==> src/rtl/acc_pkg.sv <==
// Shared definitions for the accumulator ALU: opcode values, the internal
// operation code and the flag record. Assumes eight-bit opcodes.
package acc_pkg;

    localparam logic [7:0] OPC_ADD_B  = 8'hCB;
    localparam logic [7:0] OPC_ADD_D  = 8'hC3;
    localparam logic [7:0] OPC_AND_A  = 8'h84;
    localparam logic [7:0] OPC_AND_B  = 8'hC4;
    localparam logic [7:0] OPC_TST_A  = 8'h85;
    localparam logic [7:0] OPC_SHL_A  = 8'h48;
    localparam logic [7:0] OPC_SHL_B  = 8'h58;
    localparam logic [7:0] OPC_SHL_D  = 8'h05;
    localparam logic [7:0] OPC_SHR_A  = 8'h47;
    localparam logic [7:0] OPC_SHR_B  = 8'h57;

    typedef enum logic [3:0] {
        OP_NONE,
        OP_ADDB,
        OP_ADDD,
        OP_ANDA,
        OP_ANDB,
        OP_BITA,
        OP_ASLA,
        OP_ASLB,
        OP_ASLD,
        OP_ASRA,
        OP_ASRB
    } alu_op_e;

    // Flag record, ordered as it appears on the flag port.
    typedef struct packed {
        logic h;
        logic n;
        logic z;
        logic v;
        logic c;
    } ccr_t;

endpackage

==> src/rtl/acc_decode.sv <==
// Opcode decoder: maps the eight-bit opcode to an internal operation, a
// legal flag and the total cycle count. Pure combinational logic.
// Assumes every cycle count is at least 2 and fits in CNT_W bits.
module acc_decode
    import acc_pkg::*;
#(
    parameter int CNT_W     = 3,
    parameter int CYC_SHORT = 2,
    parameter int CYC_ASLD  = 3,
    parameter int CYC_ADDD  = 4
) (
    input  logic [7:0]       opcode_i,
    output alu_op_e          op_o,
    output logic             legal_o,
    output logic [CNT_W-1:0] cyc_o
);

    // Table lookup from opcode to operation and cycle count.
    always_comb begin
        op_o    = OP_NONE;
        legal_o = 1'b1;
        cyc_o   = CNT_W'(CYC_SHORT);
        case (opcode_i)
            OPC_ADD_B: op_o = OP_ADDB;
            OPC_ADD_D: begin op_o = OP_ADDD; cyc_o = CNT_W'(CYC_ADDD); end
            OPC_AND_A: op_o = OP_ANDA;
            OPC_AND_B: op_o = OP_ANDB;
            OPC_TST_A: op_o = OP_BITA;
            OPC_SHL_A: op_o = OP_ASLA;
            OPC_SHL_B: op_o = OP_ASLB;
            OPC_SHL_D: begin op_o = OP_ASLD; cyc_o = CNT_W'(CYC_ASLD); end
            OPC_SHR_A: op_o = OP_ASRA;
            OPC_SHR_B: op_o = OP_ASRB;
            default:   legal_o = 1'b0;
        endcase
    end

endmodule

==> src/rtl/acc_exec.sv <==
// Combinational execute stage: from the current accumulators, flags and the
// latched operand it forms the next accumulators and flags for one
// operation. Assumes W is even, so that the half-carry point is W/2.
module acc_exec
    import acc_pkg::*;
#(
    parameter int W = 8
) (
    input  alu_op_e        op_i,
    input  logic [W-1:0]   a_i,
    input  logic [W-1:0]   b_i,
    input  ccr_t           ccr_i,
    input  logic [2*W-1:0] opnd_i,
    output logic [W-1:0]   a_o,
    output logic [W-1:0]   b_o,
    output ccr_t           ccr_o
);

    localparam int HW = W / 2;
    localparam int DW = 2 * W;

    logic [W-1:0]  m8;
    logic [W-1:0]  src8;
    logic [W-1:0]  res8;
    logic [W:0]    sum8;
    logic [HW:0]   sumh;
    logic [DW-1:0] d_w;
    logic [DW:0]   sum16;
    logic [DW-1:0] shl16;

    assign m8    = opnd_i[W-1:0];
    assign d_w   = {a_i, b_i};
    assign sum8  = {1'b0, src8} + {1'b0, m8};
    assign sumh  = {1'b0, src8[HW-1:0]} + {1'b0, m8[HW-1:0]};
    assign sum16 = {1'b0, d_w} + {1'b0, opnd_i};
    assign shl16 = {d_w[DW-2:0], 1'b0};

    // Select which accumulator a byte operation reads.
    always_comb begin
        case (op_i)
            OP_ADDB, OP_ANDB, OP_ASLB, OP_ASRB: src8 = b_i;
            default:                            src8 = a_i;
        endcase
    end

    // Per-operation result and flag rules.
    always_comb begin
        a_o   = a_i;
        b_o   = b_i;
        ccr_o = ccr_i;
        res8  = '0;
        case (op_i)
            OP_ADDB: begin
                res8    = sum8[W-1:0];
                b_o     = res8;
                ccr_o.h = sumh[HW];
                ccr_o.c = sum8[W];
                ccr_o.v = (src8[W-1] == m8[W-1]) && (res8[W-1] != src8[W-1]);
                ccr_o.n = res8[W-1];
                ccr_o.z = (res8 == '0);
            end
            OP_ADDD: begin
                {a_o, b_o} = sum16[DW-1:0];
                ccr_o.c    = sum16[DW];
                ccr_o.v    = (d_w[DW-1] == opnd_i[DW-1]) && (sum16[DW-1] != d_w[DW-1]);
                ccr_o.n    = sum16[DW-1];
                ccr_o.z    = (sum16[DW-1:0] == '0);
            end
            OP_ANDA, OP_ANDB, OP_BITA: begin
                res8 = src8 & m8;
                if (op_i == OP_ANDA) a_o = res8;
                if (op_i == OP_ANDB) b_o = res8;
                ccr_o.n = res8[W-1];
                ccr_o.z = (res8 == '0);
                ccr_o.v = 1'b0;
            end
            OP_ASLA, OP_ASLB: begin
                res8 = {src8[W-2:0], 1'b0};
                if (op_i == OP_ASLA) a_o = res8; else b_o = res8;
                ccr_o.c = src8[W-1];
                ccr_o.n = res8[W-1];
                ccr_o.z = (res8 == '0);
                ccr_o.v = res8[W-1] ^ src8[W-1];
            end
            OP_ASRA, OP_ASRB: begin
                res8 = {src8[W-1], src8[W-1:1]};
                if (op_i == OP_ASRA) a_o = res8; else b_o = res8;
                ccr_o.c = src8[0];
                ccr_o.n = res8[W-1];
                ccr_o.z = (res8 == '0);
                ccr_o.v = res8[W-1] ^ src8[0];
            end
            OP_ASLD: begin
                {a_o, b_o} = shl16;
                ccr_o.c    = d_w[DW-1];
                ccr_o.n    = shl16[DW-1];
                ccr_o.z    = (shl16 == '0);
                ccr_o.v    = shl16[DW-1] ^ d_w[DW-1];
            end
            default: ;
        endcase
    end

endmodule

==> src/rtl/acc_alu_core.sv <==
// Accumulator ALU top: accepts an opcode and operand on a start pulse while
// idle, counts out the instruction's cycles with busy high, and commits the
// accumulators and flags on the final cycle. Assumes the fetcher holds no
// expectation of acceptance while busy; such starts are dropped.
module acc_alu_core
    import acc_pkg::*;
#(
    parameter int DATA_W    = 8,
    parameter int CYC_SHORT = 2,
    parameter int CYC_ASLD  = 3,
    parameter int CYC_ADDD  = 4
) (
    input  logic                clk,
    input  logic                rst_n,
    input  logic                start_i,
    input  logic [7:0]          opcode_i,
    input  logic [2*DATA_W-1:0] operand_i,
    output logic                busy_o,
    output logic [DATA_W-1:0]   acc_a_o,
    output logic [DATA_W-1:0]   acc_b_o,
    output logic [4:0]          ccr_o
);

    localparam int CYC_MAX0 = (CYC_ASLD > CYC_SHORT) ? CYC_ASLD : CYC_SHORT;
    localparam int CYC_MAX  = (CYC_ADDD > CYC_MAX0) ? CYC_ADDD : CYC_MAX0;
    localparam int CNT_W    = $clog2(CYC_MAX + 1);

    alu_op_e             dec_op;
    logic                dec_legal;
    logic [CNT_W-1:0]    dec_cyc;

    alu_op_e             op_q;
    logic [2*DATA_W-1:0] opnd_q;
    logic [CNT_W-1:0]    cnt_q;
    logic                busy_q;
    logic [DATA_W-1:0]   a_q, b_q, a_nx, b_nx;
    ccr_t                ccr_q, ccr_nx;
    logic                accept, commit;

    acc_decode #(
        .CNT_W(CNT_W), .CYC_SHORT(CYC_SHORT), .CYC_ASLD(CYC_ASLD), .CYC_ADDD(CYC_ADDD)
    ) u_decode (
        .opcode_i(opcode_i), .op_o(dec_op), .legal_o(dec_legal), .cyc_o(dec_cyc)
    );

    acc_exec #(.W(DATA_W)) u_exec (
        .op_i(op_q), .a_i(a_q), .b_i(b_q), .ccr_i(ccr_q), .opnd_i(opnd_q),
        .a_o(a_nx), .b_o(b_nx), .ccr_o(ccr_nx)
    );

    assign accept = start_i && !busy_q && dec_legal;
    assign commit = busy_q && (cnt_q == CNT_W'(1));

    // Operation latch, cycle counter and architectural register update.
    always_ff @(posedge clk) begin
        if (!rst_n) begin
            op_q   <= OP_NONE;
            opnd_q <= '0;
            cnt_q  <= '0;
            busy_q <= 1'b0;
            a_q    <= '0;
            b_q    <= '0;
            ccr_q  <= '0;
        end else if (accept) begin
            op_q   <= dec_op;
            opnd_q <= operand_i;
            cnt_q  <= dec_cyc - CNT_W'(1);
            busy_q <= 1'b1;
        end else if (busy_q) begin
            cnt_q <= cnt_q - CNT_W'(1);
            if (commit) begin
                busy_q <= 1'b0;
                a_q    <= a_nx;
                b_q    <= b_nx;
                ccr_q  <= ccr_nx;
            end
        end
    end

    assign busy_o  = busy_q;
    assign acc_a_o = a_q;
    assign acc_b_o = b_q;
    assign ccr_o   = ccr_q;

    // Legal opcode cycle counts must leave at least one busy cycle.
    always_comb begin
        if (dec_legal) assert (dec_cyc >= CNT_W'(2)) else $error("cycle count below 2");
    end

    // an accepted start raises busy on the next cycle.
    p_start_busy_r2: assert property (@(posedge clk) disable iff (!rst_n)
        (start_i && !busy_o && dec_legal) |=> busy_o);

    // registers stay put whenever the unit is idle.
    p_idle_hold_r3: assert property (@(posedge clk) disable iff (!rst_n)
        !busy_o |=> ($stable(acc_a_o) && $stable(acc_b_o) && $stable(ccr_o)));

    // a start while busy does not extend or restart the operation.
    p_busy_no_restart_r3: assert property (@(posedge clk) disable iff (!rst_n)
        commit |=> !busy_o);

    // logical operations clear V and keep C.
    p_and_flags_r6: assert property (@(posedge clk) disable iff (!rst_n)
        (commit && (op_q == OP_ANDA || op_q == OP_ANDB)) |=> (!ccr_q.v && $stable(ccr_q.c)));

    // the double add keeps H.
    p_addd_keep_h_r5: assert property (@(posedge clk) disable iff (!rst_n)
        (commit && op_q == OP_ADDD) |=> $stable(ccr_q.h));

    // bit test writes neither accumulator.
    p_bit_no_write_r7: assert property (@(posedge clk) disable iff (!rst_n)
        (commit && op_q == OP_BITA) |=> ($stable(acc_a_o) && $stable(acc_b_o)));

    // after any shift commits, V equals N XOR C.
    p_shift_v_r11: assert property (@(posedge clk) disable iff (!rst_n)
        (commit && (op_q == OP_ASLA || op_q == OP_ASLB || op_q == OP_ASLD ||
                    op_q == OP_ASRA || op_q == OP_ASRB))
        |=> (ccr_q.v == (ccr_q.n ^ ccr_q.c)));

endmodule

==> config.mk <==
export PLATFORM = sky130hd
export DESIGN_NAME = acc_alu_core
export DESIGN_NICKNAME = d
export VERILOG_FILES = /design/src/rtl/acc_pkg.sv /design/src/rtl/acc_decode.sv /design/src/rtl/acc_exec.sv /design/src/rtl/acc_alu_core.sv
export SDC_FILE = /design/constraint.sdc
export NUM_CORES = 1
export LEC_CHECK = 0
export ABC_CLOCK_PERIOD_IN_PS = 4100
export BUFFER_PORTS_ARGS = -buffer_cell sky130_fd_sc_hd__buf_2
export CORE_UTILIZATION = 32
export DETAILED_ROUTE_END_ITERATION = 8
export PLACE_DENSITY = 0.48
export SLEW_MARGIN = 30
export SYNTH_ARGS = -nofsm -noshare
export SYNTH_HDL_FRONTEND = slang
export SYNTH_HIERARCHICAL = 1
export SYNTH_SLANG_ARGS = --single-unit
==> constraint.sdc <==
create_clock -name clk -period 4.1 [get_ports clk]
set_clock_uncertainty 0.05 [all_clocks]
set_input_delay 0.615 -clock clk [delete_from_list [all_inputs] [get_ports clk]]
set_output_delay 0.615 -clock clk [all_outputs]
set_load 0.05 [all_outputs]
==> results of run 1 <==
-- worst min-delay path: stages, from the launching register on --
cell and delay [ns]:
dfxtp_1 0.32, nand2_1 0.05, a21oi_1 0.05
-- synth_stat cells, types with 3 or more instances --
cell / number / area share [%]
a211oi_1: 4 / 0.68
a21o_1: 8 / 1.4
a21oi_1: 72 / 8.1
a222oi_1: 8 / 1.8
a22oi_1: 6 / 1.0
a31oi_1: 7 / 0.99
a32oi_1: 3 / 0.59
and3_1: 4 / 0.56
buf_2: 8 / 0.90
buf_6: 8 / 2.0
clkbuf_1: 14 / 1.2
dfxtp_1: 45 / 20
ha_1: 30 / 8.5
inv_1: 21 / 1.8
mux2_2: 4 / 1.0
mux2i_1: 11 / 2.5
nand2_1: 114 / 9.7
nand2b_1: 7 / 0.99
nand3_1: 11 / 1.2
nand3b_1: 3 / 0.51
nand4_1: 6 / 0.85
nor2_1: 38 / 3.2
nor2b_1: 5 / 0.71
nor3_1: 21 / 2.4
nor4_1: 7 / 0.99
o211ai_1: 5 / 0.85
o21a_1: 10 / 1.7
o21ai_0: 22 / 2.5
o21ai_1: 4 / 0.45
o21bai_1: 4 / 0.68
o221a_1: 3 / 0.76
o221ai_1: 3 / 0.59
o22ai_1: 5 / 0.71
o31ai_1: 3 / 0.51
o32a_1: 4 / 0.90
or4_1: 3 / 0.51
xnor2_1: 14 / 2.8
xor2_1: 11 / 2.2
-- cell type report --
type,instances,area share (%)
inverters,23,1.69
repair buffers,81,9.61
flip-flops and latches,45,17.6
clock buffers,5,2.44
multi-input cells,507,63.8
clock inverters,3,0.513
well taps,176,4.30
-- final timing paths --
| kind | to | cells after the start | slack [ns] | startpoint |
|---|---|---|---|---|
| worst max-delay path | ccr_o[2] | 18 | 0.36 | op_q[1] |
| worst min-delay path | opnd_q[9] | 2 | 0.42 | opnd_q[9] |
| worst max register to register | ccr_o[2] | 18 | 0.36 | op_q[1] |
| worst min register to register | opnd_q[9] | 2 | 0.42 | opnd_q[9] |
-- cells by family (layout without fill, tap and decap cells) --
kind of cell	Yosys count	after routing	synth area share, %
buffers and inverters	56	112	6.41
and+or+nand+nor	237	237	25.2
DFF	45	45	20.3
adders and majority gates	32	32	9.37
AOI/OAI and AO/OA	198	198	30.2
muxes	15	15	3.50
xor gates and xnor gates	25	25	4.94
-- report_power, final --
group | total, W | internal, W | switching [W]
combinational | 0.0000811 | 0.0000308 | 0.0000502
sequential | 0.000448 | 0.000442 | 0.00000554
clock | 0.000436 | 0.000233 | 0.000203
-- flip-flops by register name (all words and copies together), names as in the netlist --
register / flops
opnd_q: 16
ccr_o: 5
op_q: 4
cnt_q: 3
busy_o: 1
acc_b_o: 8
acc_a_o: 8
-- metrics by stage --
| stage | hold slack (ns) | cells |
|---|---|---|
| floorplan | 0.383 | 608 |
| global placement | 0.406 | 831 |
| detailed placement | 0.408 | 832 |
| CTS | 0.419 | 840 |
| global route | 0.438 | 840 |
| finish | 0.417 | 840 |
-- metal layers --
metal / vias to the layer above / wire length [um]
li1: 2355 / -
met1: 2300 / 7450
met2: 221 / 7330
met3: 23 / 1310
met4: 0 / 238
met5: - / 0
==> out/qor.yml, run 1 <==
routedWlPerCell_um: 19.4
vdd_drop_max_uv: 132
die_h_um: 120
clock_sinks: 45
status: "finished clean"
synth_nets: 667
yosysUniqueCellTypes: 76
utilization_pct: 38.2
fp.dieArea_sq_um: 14300
met2_usage_pct: 37.2
htreeDepth: 2
synth_edf_count: 0
vias: 4899
fmax_mhz: 267
regArea_sq_um: 903
dr.pass1.iters: 7
first_global_vias: 4554
start_util_pct: 33.1
max_stage_delay_ns: 0.36
drcViolationCount: 0
ios: 49
cp_slowest_cell: "dfxtp_2"
fp-row-count: 42
cp_top_family: "compound AO/OA/AOI/OAI gates"
final_common_cell: "nand2_1"
diodes: 0
final_cell_mix: "nand2_1 (114), a21oi_1 (72), buf_2 (48), dfxtp_1 (43), nor2_1 (38)"
maxCapViolCount: 0
dpl.hpwl_um: 12500
die_x_um: 120
netlist_area_sq_um: 4430
gp_congestion: 0.963
synthFlopType: "dfxtp_1"
crit_path_end_kind: "register"
rsz0062_at_grt: "no"
grt.busiest_layer: "met2"
cp_max_fo: 10
cts_tree: "done"
placed_area_sq_um: 4950
drive_gt1_share_pct: 17.3
tightest_slew_ns: 0.943
setup_ws_ns: 0.360
drt_wl_total_um: 16300
finalPower_w: 0.000965
grt_use_total_pct: 23.5
grtUsageMet3_pct: 4.80
slew_viol_final: 0
finalSetupTns_ns: 0
final_hold_viol_count: 0
ctsLongestPathBuffers: 2
critical_path_class: "reg -> reg"
avgSynthCellArea_sq_um: 7.29
fillers: 1429
via_per_inst: 5.83
grt_antenna_before_repair: 0
pre_cts_ws_ns: 0.294
syn_to_final_growth_pct: 15.5
path_buf_inv: 3
use_met1_pct: 32.4
relSlewSlack_pct: 36.6
root_buffer: "clkbuf_16"
multiInputGateArea_sq_um: 3270
power.leakage_nw: 2.10
final_cell_area_sq_um: 5120
nNetsFinal: 722
yosysWarnings: 6
grt_pass1_wl_um: 26000
path_cells: "buf_4 -> nand2b_1 -> nor3_4 -> a221oi_4 -> buf_4 -> mux2i_1 -> inv_1 -> ha_1 -> nor2b_1 -> o21a_1 -> o21a_1 -> o31a_1 -> a21oi_1 -> nor3_1 -> o32ai_1 -> o31ai_1 -> nand2_1 -> a21oi_1"
cp-start-kind: "register"
cts.repair.resized: 0
first_iter_violations: 514
cts_hold_buffers: 0
cellPowerDensity_nw_per_um2: 189
setup_viol: 0
cp.arrival_ns: 3.85
async_flop_share_pct: 0
fin_crit_ns: 3.74
core_sq_um: 13400
ys_ff_latch: 45
synth_cells: 608
synth_seq_area_share_pct: 20.3
overflow: 0
min_period_over_period_pct: 91.2
insertion_delay_ns: 0.31
grt_max_degree: 46
crit_required_ns: 4.21
cts_inserted_buffers: 5
io_buffers: 48
cts_setup_buffers: 0
hp-class: "reg -> reg"
ant_nets: 0
cts.clk_slew.worst_paths_ns: 0.08
Note: power is estimated with default switching activity, not from simulation.
==> run 2, diff against run 1 <==
CORE_ASPECT_RATIO = 0.5   (was unset)
==> out/qor.yml, run 2 (same netlist as run 1, synthesis figures left out) <==
fmax_mhz: 264  # was 267 MHz
core_sq_um: 13100  # was 13400 sq um
ios: 49  # unchanged
cts.clk_slew.worst_paths_ns: 0.07  # was 0.08 ns
cts_tree: "done"  # unchanged
first_iter_violations: 583  # was 514
slew_viol_final: 0  # unchanged
cp.arrival_ns: 3.88  # was 3.85 ns
cts_setup_buffers: 0  # unchanged
setup_ws_ns: 0.319  # was 0.360 ns
final_cell_area_sq_um: 5100  # was 5120 sq um
maxCapViolCount: 0  # unchanged
pre_cts_ws_ns: 0.336  # was 0.294 ns
die_h_um: 85.2  # was 120 um
root_buffer: "clkbuf_16"  # unchanged
grt_pass1_wl_um: 25500  # was 26000 um
fillers: 1430  # was 1429
syn_to_final_growth_pct: 15.1  # was 15.5%
io_buffers: 48  # unchanged
ant_nets: 0  # unchanged
critical_path_class: "reg -> reg"  # unchanged
min_period_over_period_pct: 92.2  # was 91.2%
drive_gt1_share_pct: 16.0  # was 17.3%
largest_register: "opnd_q"  # unchanged
setup_viol: 0  # unchanged
grt_antenna_before_repair: 0  # unchanged
cp-start-kind: "register"  # unchanged
vdd_drop_max_uv: 156  # was 132 uV
crit_path_end_kind: "register"  # unchanged
fp-row-count: 29  # was 42
final_hold_viol_count: 0  # unchanged
hp-class: "reg -> reg"  # unchanged
clock_sinks: 45  # unchanged
largest_register_ff_count: 16  # unchanged
cellPowerDensity_nw_per_um2: 197  # was 189 nW/um^2
dr.pass1.iters: 8  # was 7
power.leakage_nw: 2.10  # about the same
tightest_slew_ns: 0.983  # was 0.943 ns
grt_use_total_pct: 23.1  # was 23.5%
grtUsageMet3_pct: 3.54  # was 4.80%
cp_max_fo: 9  # was 10
drcViolationCount: 0  # unchanged
grt.busiest_layer: "met1"  # was met2
crit_required_ns: 4.20  # was 4.21 ns
relSlewSlack_pct: 34.0  # was 36.6%
vias: 4936  # was 4899
htreeDepth: 2  # unchanged
diodes: 0  # unchanged
routedWlPerCell_um: 19.6  # was 19.4 um
grt_max_degree: 46  # unchanged
fin_crit_ns: 3.78  # was 3.74 ns
insertion_delay_ns: 0.29  # was 0.31 ns
via_per_inst: 5.93  # was 5.83
start_util_pct: 33.9  # was 33.1%
drt_wl_total_um: 16300  # about the same
finalSetupTns_ns: 0  # unchanged
final_common_cell: "nand2_1"  # unchanged
overflow: 0  # unchanged
cts_inserted_buffers: 5  # unchanged
final_cell_mix: "nand2_1 (114), a21oi_1 (72), buf_2 (48), dfxtp_1 (45), nor2_1 (38)"  # was nand2_1 (114), a21oi_1 (72), buf_2 (48), dfxtp_1 (43), nor2_1 (38)
status: "finished clean"  # unchanged
ctsLongestPathBuffers: 2  # unchanged
die_x_um: 168  # was 120 um
met2_usage_pct: 32.4  # was 37.2%
nNetsFinal: 720  # was 722
fp.dieArea_sq_um: 14400  # was 14300 sq um
fin_hold_ws_ns: 0.414  # was 0.417 ns
use_met1_pct: 36.2  # was 32.4%
first_global_vias: 4455  # was 4554
gp_congestion: 0.991  # was 0.963
dpl.hpwl_um: 12400  # was 12500 um
rsz0062_at_grt: "no"  # unchanged
placed_area_sq_um: 4910  # was 4950 sq um
finalPower_w: 0.00101  # was 0.000965 W
## run 2: worst paths after layout
kind                   from  slack (ns)   endpoint  cells after the start
setup / recovery    op_q[3]        0.32   ccr_o[2]                     17
hold / removal    opnd_q[9]        0.41  opnd_q[9]                      2
setup reg to reg    op_q[3]        0.32   ccr_o[2]                     17
hold reg to reg   opnd_q[9]        0.41  opnd_q[9]                      2
## run 2: critical path, stage by stage (launching register included)
cell	delay (ns)
dfxtp_1	0.42
inv_1	0.18
nor2_4	0.07
a221oi_4	0.41
buf_4	0.23
mux2i_1	0.24
inv_1	0.06
ha_1	0.33
nor2b_1	0.15
o21a_1	0.20
o21a_1	0.20
o31a_1	0.30
a21oi_1	0.24
nor3_1	0.10
o32ai_1	0.23
o31ai_1	0.11
nand2_1	0.07
a21oi_1	0.06
## run 2: repair_timing
action                                  CTS  global route
hold endpoints to repair                  0             0
hold buffers                              0             0
endpoints found under the setup margin    0             1
resized for setup                         0             1
## run 2: area by class of cell
class	count	area, sq um	area share (%)
clock inverter	3	46.3	0.908
tap	170	213	4.17
multi-input combinational	507	3250	63.8
clock buffer	5	125	2.45
sequential	45	901	17.7
timing repair buffer	79	477	9.35
inverter	23	86.3	1.69
## run 2: stage by stage
step / utilization (%) / cells
2_1_floorplan: - / 608
3_3_place_gp: 37.6 / 823
3_5_place_dp: 37.6 / 823
4_1_cts: 38.9 / 831
5_1_grt: 39.0 / 832
6_report: 39.0 / 832
## run 2: power by group
group,switching (W),internal [W]
clock,0.000188,0.000289
combinational,0.0000504,0.0000309
sequential,0.00000570,0.000442
## run 2: per-layer routing
layer	routed length (um)	vias up
li1	-	2343
met1	8520	2347
met2	6320	226
met4	175	0
met3	1300	20
met5	0	-
